[src/rtl/nhr_pkg.sv]
package nhr_pkg;
  localparam int OFS_W = 4;
  localparam int EVT_N = 7;
  localparam int REG_W = EVT_N + 1;

  localparam logic [OFS_W-1:0] OFS_CMD  = 4'h0;
  localparam logic [OFS_W-1:0] OFS_STAT = 4'h7;
  localparam logic [OFS_W-1:0] OFS_MASK = 4'hF;

  localparam logic [2:0] DMA_IDLE = 3'b100;

  typedef enum logic [1:0] {
    PG_0   = 2'd0,
    PG_1   = 2'd1,
    PG_2   = 2'd2,
    PG_RSV = 2'd3
  } page_e;

  typedef struct packed {
    logic [1:0] page;
    logic [2:0] dma;
    logic       xmit;
    logic       go;
    logic       halt;
  } cmd_t;
endpackage

[src/rtl/nhr_cmd.sv]
module nhr_cmd
  import nhr_pkg::*;
(
  input  logic             clk,
  input  logic             rst,
  input  logic             cr_we,
  input  logic [REG_W-1:0] wdata,
  input  logic             frame_busy,
  input  logic             tx_finish,
  input  logic             ring_drained,
  input  logic             ovw_evt,
  output cmd_t             cr,
  output logic             in_rst,
  output logic             rst_stat,
  output logic             tx_launch,
  output logic             rdma_go,
  output logic [1:0]       rdma_op,
  output logic             rdma_abort
);
  logic       run_q, txp_q, pend_q, inrst_q, ovw_q;
  logic [1:0] page_q;
  logic [2:0] dma_q;
  logic       wr_halt, wr_start, halt_arm, launch_ok;

  assign wr_halt   = cr_we & wdata[0];
  assign wr_start  = cr_we & wdata[1] & ~wdata[0];
  assign halt_arm  = wr_halt | pend_q;
  assign launch_ok = cr_we & wdata[2] & ~wdata[0] & (wdata[1] | run_q);

  always_ff @(posedge clk) begin
    if (rst) begin
      run_q      <= 1'b0;
      txp_q      <= 1'b0;
      pend_q     <= 1'b0;
      inrst_q    <= 1'b1;
      ovw_q      <= 1'b0;
      page_q     <= PG_0;
      dma_q      <= DMA_IDLE;
      tx_launch  <= 1'b0;
      rdma_go    <= 1'b0;
      rdma_op    <= 2'b00;
      rdma_abort <= 1'b0;
    end else begin
      tx_launch  <= 1'b0;
      rdma_go    <= 1'b0;
      rdma_op    <= 2'b00;
      rdma_abort <= 1'b0;

      if (cr_we) begin
        page_q <= wdata[7:6];
        dma_q  <= wdata[5:3];
        if (wdata[5]) begin
          rdma_abort <= 1'b1;
        end else if (wdata[4:3] != 2'b00) begin
          rdma_go <= 1'b1;
          rdma_op <= wdata[4:3];
        end
      end

      if (wr_halt)       run_q <= 1'b0;
      else if (wr_start) run_q <= 1'b1;

      if (wr_start) begin
        pend_q  <= 1'b0;
        inrst_q <= 1'b0;
      end else if (halt_arm && !frame_busy) begin
        pend_q  <= 1'b0;
        inrst_q <= 1'b1;
      end else if (halt_arm) begin
        pend_q  <= 1'b1;
      end

      if (ovw_evt)                       ovw_q <= 1'b1;
      else if (wr_start || ring_drained) ovw_q <= 1'b0;

      if (launch_ok) begin
        txp_q     <= 1'b1;
        tx_launch <= 1'b1;
      end else if (tx_finish) begin
        txp_q <= 1'b0;
      end
    end
  end

  assign cr       = '{page: page_q, dma: dma_q, xmit: txp_q, go: run_q, halt: ~run_q};
  assign in_rst   = inrst_q;
  assign rst_stat = inrst_q | ovw_q;
endmodule

[src/rtl/nhr_irq.sv]
module nhr_irq
  import nhr_pkg::*;
#(
  parameter int NEV = EVT_N
)(
  input  logic           clk,
  input  logic           rst,
  input  logic [NEV-1:0] evt,
  input  logic           isr_we,
  input  logic           imr_we,
  input  logic [NEV-1:0] wbits,
  output logic [NEV-1:0] isr,
  output logic [NEV-1:0] imr,
  output logic           irq
);
  logic [NEV-1:0] isr_d, imr_d;

  for (genvar i = 0; i < NEV; i++) begin : g_bit
    assign isr_d[i] = evt[i] | (isr[i] & ~(isr_we & wbits[i]));
    always_ff @(posedge clk) begin
      if (rst) isr[i] <= 1'b0;
      else     isr[i] <= isr_d[i];
    end
  end

  assign imr_d = imr_we ? wbits : imr;

  always_ff @(posedge clk) begin
    if (rst) begin
      imr <= '0;
      irq <= 1'b0;
    end else begin
      imr <= imr_d;
      irq <= |(isr_d & imr_d);
    end
  end
endmodule

[src/rtl/nic_host_regs.sv]
module nic_host_regs
  import nhr_pkg::*;
(
  input  logic             clk,
  input  logic             rst,
  input  logic             bus_cs,
  input  logic             bus_we,
  input  logic [OFS_W-1:0] bus_addr,
  input  logic [REG_W-1:0] bus_wdata,
  output logic [REG_W-1:0] bus_rdata,
  input  logic [EVT_N-1:0] evt_pulse,
  input  logic             frame_busy,
  input  logic             tx_finish,
  input  logic             ring_drained,
  output logic             irq,
  output logic             ctrl_run,
  output logic             tx_launch,
  output logic             rdma_go,
  output logic [1:0]       rdma_op,
  output logic             rdma_abort
);
  cmd_t             cr;
  page_e            pg;
  logic             wr, rd, cr_we, isr_we, imr_we;
  logic             in_rst, rst_stat, cmd_txp, cmd_run;
  logic [EVT_N-1:0] isr_vec, imr_vec;
  logic [REG_W-1:0] rd_mux;

  assign pg     = page_e'(cr.page);
  assign wr     = bus_cs & bus_we;
  assign rd     = bus_cs & ~bus_we;
  assign cr_we  = wr && (bus_addr == OFS_CMD);
  assign isr_we = wr && (pg == PG_0) && (bus_addr == OFS_STAT);
  assign imr_we = wr && (pg == PG_0) && (bus_addr == OFS_MASK);

  nhr_cmd u_cmd (
    .clk          (clk),
    .rst          (rst),
    .cr_we        (cr_we),
    .wdata        (bus_wdata),
    .frame_busy   (frame_busy),
    .tx_finish    (tx_finish),
    .ring_drained (ring_drained),
    .ovw_evt      (evt_pulse[4]),
    .cr           (cr),
    .in_rst       (in_rst),
    .rst_stat     (rst_stat),
    .tx_launch    (tx_launch),
    .rdma_go      (rdma_go),
    .rdma_op      (rdma_op),
    .rdma_abort   (rdma_abort)
  );

  nhr_irq #(.NEV(EVT_N)) u_irq (
    .clk    (clk),
    .rst    (rst),
    .evt    (evt_pulse),
    .isr_we (isr_we),
    .imr_we (imr_we),
    .wbits  (bus_wdata[EVT_N-1:0]),
    .isr    (isr_vec),
    .imr    (imr_vec),
    .irq    (irq)
  );

  assign cmd_txp  = cr.xmit;
  assign cmd_run  = cr.go;
  assign ctrl_run = cmd_run;

  always_comb begin
    rd_mux = '0;
    if (bus_addr == OFS_CMD)
      rd_mux = cr;
    else if (pg == PG_0 && bus_addr == OFS_STAT)
      rd_mux = {rst_stat, isr_vec};
    else if (pg == PG_2 && bus_addr == OFS_MASK)
      rd_mux = {1'b0, imr_vec};
  end

  always_ff @(posedge clk) begin
    if (rst)     bus_rdata <= '0;
    else if (rd) bus_rdata <= rd_mux;
  end
endmodule

[config.mk]
export PLATFORM = sky130hd
export DESIGN_NAME = nic_host_regs
export DESIGN_NICKNAME = d
export VERILOG_FILES = /design/src/rtl/nhr_pkg.sv /design/src/rtl/nhr_cmd.sv /design/src/rtl/nhr_irq.sv /design/src/rtl/nic_host_regs.sv
export SDC_FILE = /design/constraint.sdc
export NUM_CORES = 1
export LEC_CHECK = 0
export BUFFER_PORTS_ARGS = -buffer_cell sky130_fd_sc_hd__buf_4
export CORE_MARGIN = 1
export CORE_UTILIZATION = 51
export CTS_CLUSTER_SIZE = 25
export DETAILED_ROUTE_END_ITERATION = 10
export PLACE_DENSITY = 0.78
export SYNTH_ARGS = -nofsm -noshare
export SYNTH_HDL_FRONTEND = slang
export SYNTH_SLANG_ARGS = --single-unit
[constraint.sdc]
create_clock -name clk -period 2.15 [get_ports clk]
set_input_delay 0.3225 -clock clk [delete_from_list [all_inputs] [get_ports clk]]
set_output_delay 0.3225 -clock clk [all_outputs]
set_load 0.01 [all_outputs]
Word level (Yosys, flattened, before mapping)
Index checks and enable logic that the tools add are counted.

Bits in registers: 38. Input port bits: 26.

Eq/ne operators: 3. Mux-type cells: 13. Bitwise gates (word level): 45. Reduce and logical (&&, ||, !) cells: 21.

Operators by type and width (count): 1-bit bitwise AND (22); 8-bit 2-to-1 mux (2); 7-bit 2-to-1 mux (2); 1-bit inverter (12); 1-bit OR (10); 1-bit 2-to-1 mux (9); 2-bit nonzero test (4); 7-bit bitwise AND (1); 1-bit logical AND (7); 7-bit OR reduction (1); 3-bit OR reduction (2); 4-bit by 3-bit equality test with 1-bit output, second input constant (1); 4-bit equality test, second input constant (1); 4-bit zero test (1); 2-bit OR reduction (2); 4-bit OR reduction (1); 2-bit equality test, second input constant (1); 2-bit zero test (1); 1-bit zero test (1); 1-bit logical OR (1).

Longest topological paths before layout
Word-level depth: 9. Gate-level depth with buffers: 6. Gate-level depth less buffers: 5.

By module
A second synthesis with hierarchy kept.

Cells, all modules: 165. Area total of the unflattened synthesis: 1591.5 µm².

Modules (own cells, without submodules): nhr_cmd (instances 1, cells each 53, area each 553.0 µm²); nhr_irq (instances 1, cells each 58, area each 544.3 µm²); nic_host_regs (instances 1, cells each 54, area each 494.2 µm²).

Worst setup path before layout
No wires, ideal clock.

Kind: input port to flip-flop. From: input port bus_addr[3]. To: register u_irq.irq. Setup time: 125 ps. Data arrival time: 1689 ps. Setup slack: 336 ps. Cell stages on the path: 6. Cell sequence: nand4b_1 > or4_1 > clkbuf_2 > o22ai_1 > o22ai_1 > o41a_1.

Longest elaborated chain between the ends: 8. Elaborated cells between the ends (all ways): 35.

RTL lines: from (decl) (line nic_host_regs.sv:8) `input logic [OFS_W-1:0] bus_addr,`; 4-bit by 3-bit equality test with 1-bit output (line nic_host_regs.sv:33) `assign isr_we = wr && (pg == PG_0) && (bus_addr == OFS_STAT);`; 1-bit logical AND (line nic_host_regs.sv:33); 1-bit bitwise AND (line nhr_irq.sv:19) `assign isr_d[i] = evt[i] | (isr[i] & ~(isr_we & wbits[i]));`; 1-bit inverter (line nhr_irq.sv:19); 1-bit bitwise AND (line nhr_irq.sv:19); 1-bit OR (line nhr_irq.sv:19); 7-bit bitwise AND (*) (line nhr_irq.sv:34) `irq <= |(isr_d & imr_d);`; 7-bit OR reduction (*) (line nhr_irq.sv:34); to (signal assigned) (line nhr_irq.sv:34); to (decl) (line nhr_irq.sv:14) `output logic irq`.

Mark *: on every way between the ends. The rest lies on a longest branch, timed or not. A chain may end at the register's enable or synchronous reset.

Final worst setup path
From: register u_cmd.page_q[1]. To: register u_irq.irq.

Longest elaborated chain between the ends: 9. Elaborated cells between the ends (all ways): 35.

RTL lines: from (decl) (line nhr_cmd.sv:21) `logic [1:0] page_q;`; from (signal assigned) (line nhr_cmd.sv:50) `page_q <= wdata[7:6];`; 2-bit zero test (*) (line nic_host_regs.sv:33, nic_host_regs.sv:34); 1-bit logical AND (*) (line nic_host_regs.sv:33, nic_host_regs.sv:34); 1-bit logical AND (line nic_host_regs.sv:33); 1-bit bitwise AND (line nhr_irq.sv:19); 1-bit inverter (line nhr_irq.sv:19); 1-bit bitwise AND (line nhr_irq.sv:19); 1-bit OR (line nhr_irq.sv:19); 7-bit bitwise AND (*) (line nhr_irq.sv:34); 7-bit OR reduction (*) (line nhr_irq.sv:34).

Marks and branches as above.

==> results.cfg <==
[global_routing]
grt_pass1_vias = 1272
grt_first_pass_wirelength_mm = 5.97
grt.total_usage_pct = 25.5
antenna_found_initial = 0
grt_max_degree = 33
gr-total-overflow = 0

[floorplanning]
core_area_mm2 = 0.00278
start_util_pct = 54.4
die_w_um = 56.5
dieArea_mm2 = 0.00319
die_h_um = 56.5
ios = 41
rows = 19

[routing]
route.detailed.drc = 0
ant_nets = 0
post_drt_wl_per_cell_um = 15.8
drtPass1Iterations = 4
wl_mm = 3.79
vias_per_cell = 5.78
dr_total_vias = 1382
first_iter_violations = 90

[clock_tree]
cts_setup_buffers = 0
cts_repair_resize_count = 0
ctsHoldBuffers = 0
clk_path_buf_depth = 2
htreeDepth = 2
cts.clk_slew.worst_paths_ns = 0.11
cts_tree = yes
numCtsBuffers = 5
clk_latency_ns = 0.35
cts_num_sinks = 38
clockRootBuffer = clkbuf_4

[timing]
finClkSkew_ns = 0.00314
worst_pin_slew_ns = 0.441
rsz0062_at_grt = no
max_freq_mhz = 488
relSlewSlack_pct = 70.6
setup_tns_ns = 0
final_max_slew_viol_count = 0
final-hold-violation-count = 0
worst_slack_ns = 0.0991
timing.final.crit_share_pct = 95.4
setup_viol = 0
finalWorstPathRequiredPeriod_ns = 2.05
holdWs_ns = 0.182

[yosys]
synth_seq_cells = 38
syn_inst = 161
yosys_warnings = 0
synth_flop_cell = dfxtp_1
async_flop_share_pct = 0
synth-edff-count = 0
synth_area_per_cell_um2 = 9.40
synth_area_mm2 = 0.00151
yosysUniqueCellTypes = 37
syn-num-nets = 187
synth_seq_area_share_pct = 50.3

[setup_path]
cp_max_fo = 7
path_buf_inv = 0
crit_required_ns = 2.40
slowest_delay_ns = 0.72
cp-start-kind = flip-flop
cpLargestDelayFamily = simple AND/OR/NAND/NOR gates
crit_type = flip-flop to flip-flop
worstPathArrival_ns = 2.30
critPathSlowestCell = or4_1
crit_chain = or4_1 -> nor3b_1 -> o32ai_1 -> o41a_1
end_kind = flip-flop

[cells_and_area]
final_nets = 233
fillCellCount = 242
stdcell_count = 239
layout_commonest_cell = buf_4
antenna_cells = 0
layout_common_cells = 46 x buf_4, 38 x dfxtp_1, 24 x nor2_1
syn_to_final_growth_pct = 27.5
drive_gt1_share_pct = 26.9

[placement]
pre_cts_ws_ns = 0.0129
gp_congestion = 0.850
placed_cells = 231
numPortBuffers = 40
hpwlAfterDp_mm = 2.79

[pwr]
leakage_uw = 0.000771
ir_worst_vdd_mv = 0.598
power_uw = 1270
powerDensity_mw_per_mm2 = 659

[outcome]
outcome = complete, no violations

[run]
cap_violations = 0

[hold_path]
hp-class = input pin to flip-flop
kinds of logic (layout without fill, tap and decap cells):
| family | Yosys count | in the layout | synth area share, % |
|---|---|---|---|
| flops | 38 | 38 | 50.3 |
| buf+inv | 10 | 57 | 2.65 |
| compound gates | 39 | 39 | 18.8 |
| mux | 7 | 7 | 4.63 |
| simple gates | 67 | 67 | 23.7 |
routing by layer:
layer	vias to the layer above	global-route usage (%)	part of all wire, %
met1	648	31.8	43
met3	7	7.83	6.1
met4	0	10.5	1.9
met2	45	40.8	49
met5	-	0	0
li1	682	-	-
where the power goes:
part	switching [µW]	internal (µW)	leakage [µW]
logic	69.5	67.5	0.000426
clock network	238	158	0.0000353
registers	12.1	725	0.000310
synthesized netlist by cell type (all sizes together), types with 2 or more instances:
cell    instances  share of area, %
a21o            2              0.99
and2            2              0.83
dfxtp          38                50
buf             2              0.58
nand2          14               3.5
mux2i           7               4.6
inv             3              0.74
o22ai           6               2.5
nor3b           3               1.8
nand2b          6               2.5
nand3           4               1.3
o21ai           2              0.66
a21oi           7               2.3
nor3            4               1.3
nor2           24               6.0
clkbuf          5               1.3
a211oi          6               3.0
and3            3               1.2
nor4            3               3.2
o32ai           2               1.2
a222oi          5               3.3
a31oi           2              0.83
path summary, 6_finish.rpt:
check	from	end	slack, ns	cells after the start
hold / removal	bus_wdata[0]	u_cmd.run_q$_SDFFE_PP0P_	0.18	2
setup reg to reg	u_cmd.page_q[1]$_SDFFE_PP0N_	u_irq.irq$_SDFF_PP0_	0.1	4
setup / recovery	u_cmd.page_q[1]$_SDFFE_PP0N_	u_irq.irq$_SDFF_PP0_	0.1	4
hold reg to reg	u_cmd.dma_q[1]$_SDFFE_PP0N_	u_cmd.dma_q[1]$_SDFFE_PP0N_	0.47	2
stage by stage:
| stage | utilization [%] | area [µm²] |
|---|---|---|
| detailed placement | 67.2 | 1870 |
| floorplan | - | 1510 |
| finish | 69.3 | 1930 |
| CTS | 69.3 | 1930 |
| global route | 69.3 | 1930 |
| global placement | 67.2 | 1870 |
registers in the layout, indices dropped and copies added, names as in the netlist, 2 cells and up:
register and cells:
bus_rdata 8, u_irq.imr 7, u_cmd.rdma_op 2, u_cmd.dma_q 3, u_cmd.page_q 2, u_irq.isr 7
layout make-up:
class                           count  area, µm²  area share (%)
Timing Repair Buffer               46        345            17.9
Sequential cell                    38        761            39.5
Clock inverter                      1       5.00           0.260
Tap cell                           31       38.8            2.01
Clock buffer                        7       55.1            2.86
Inverter                            3       11.3           0.584
Multi-Input combinational cell    113        712            36.9
(Power assumes the default switching activity.)
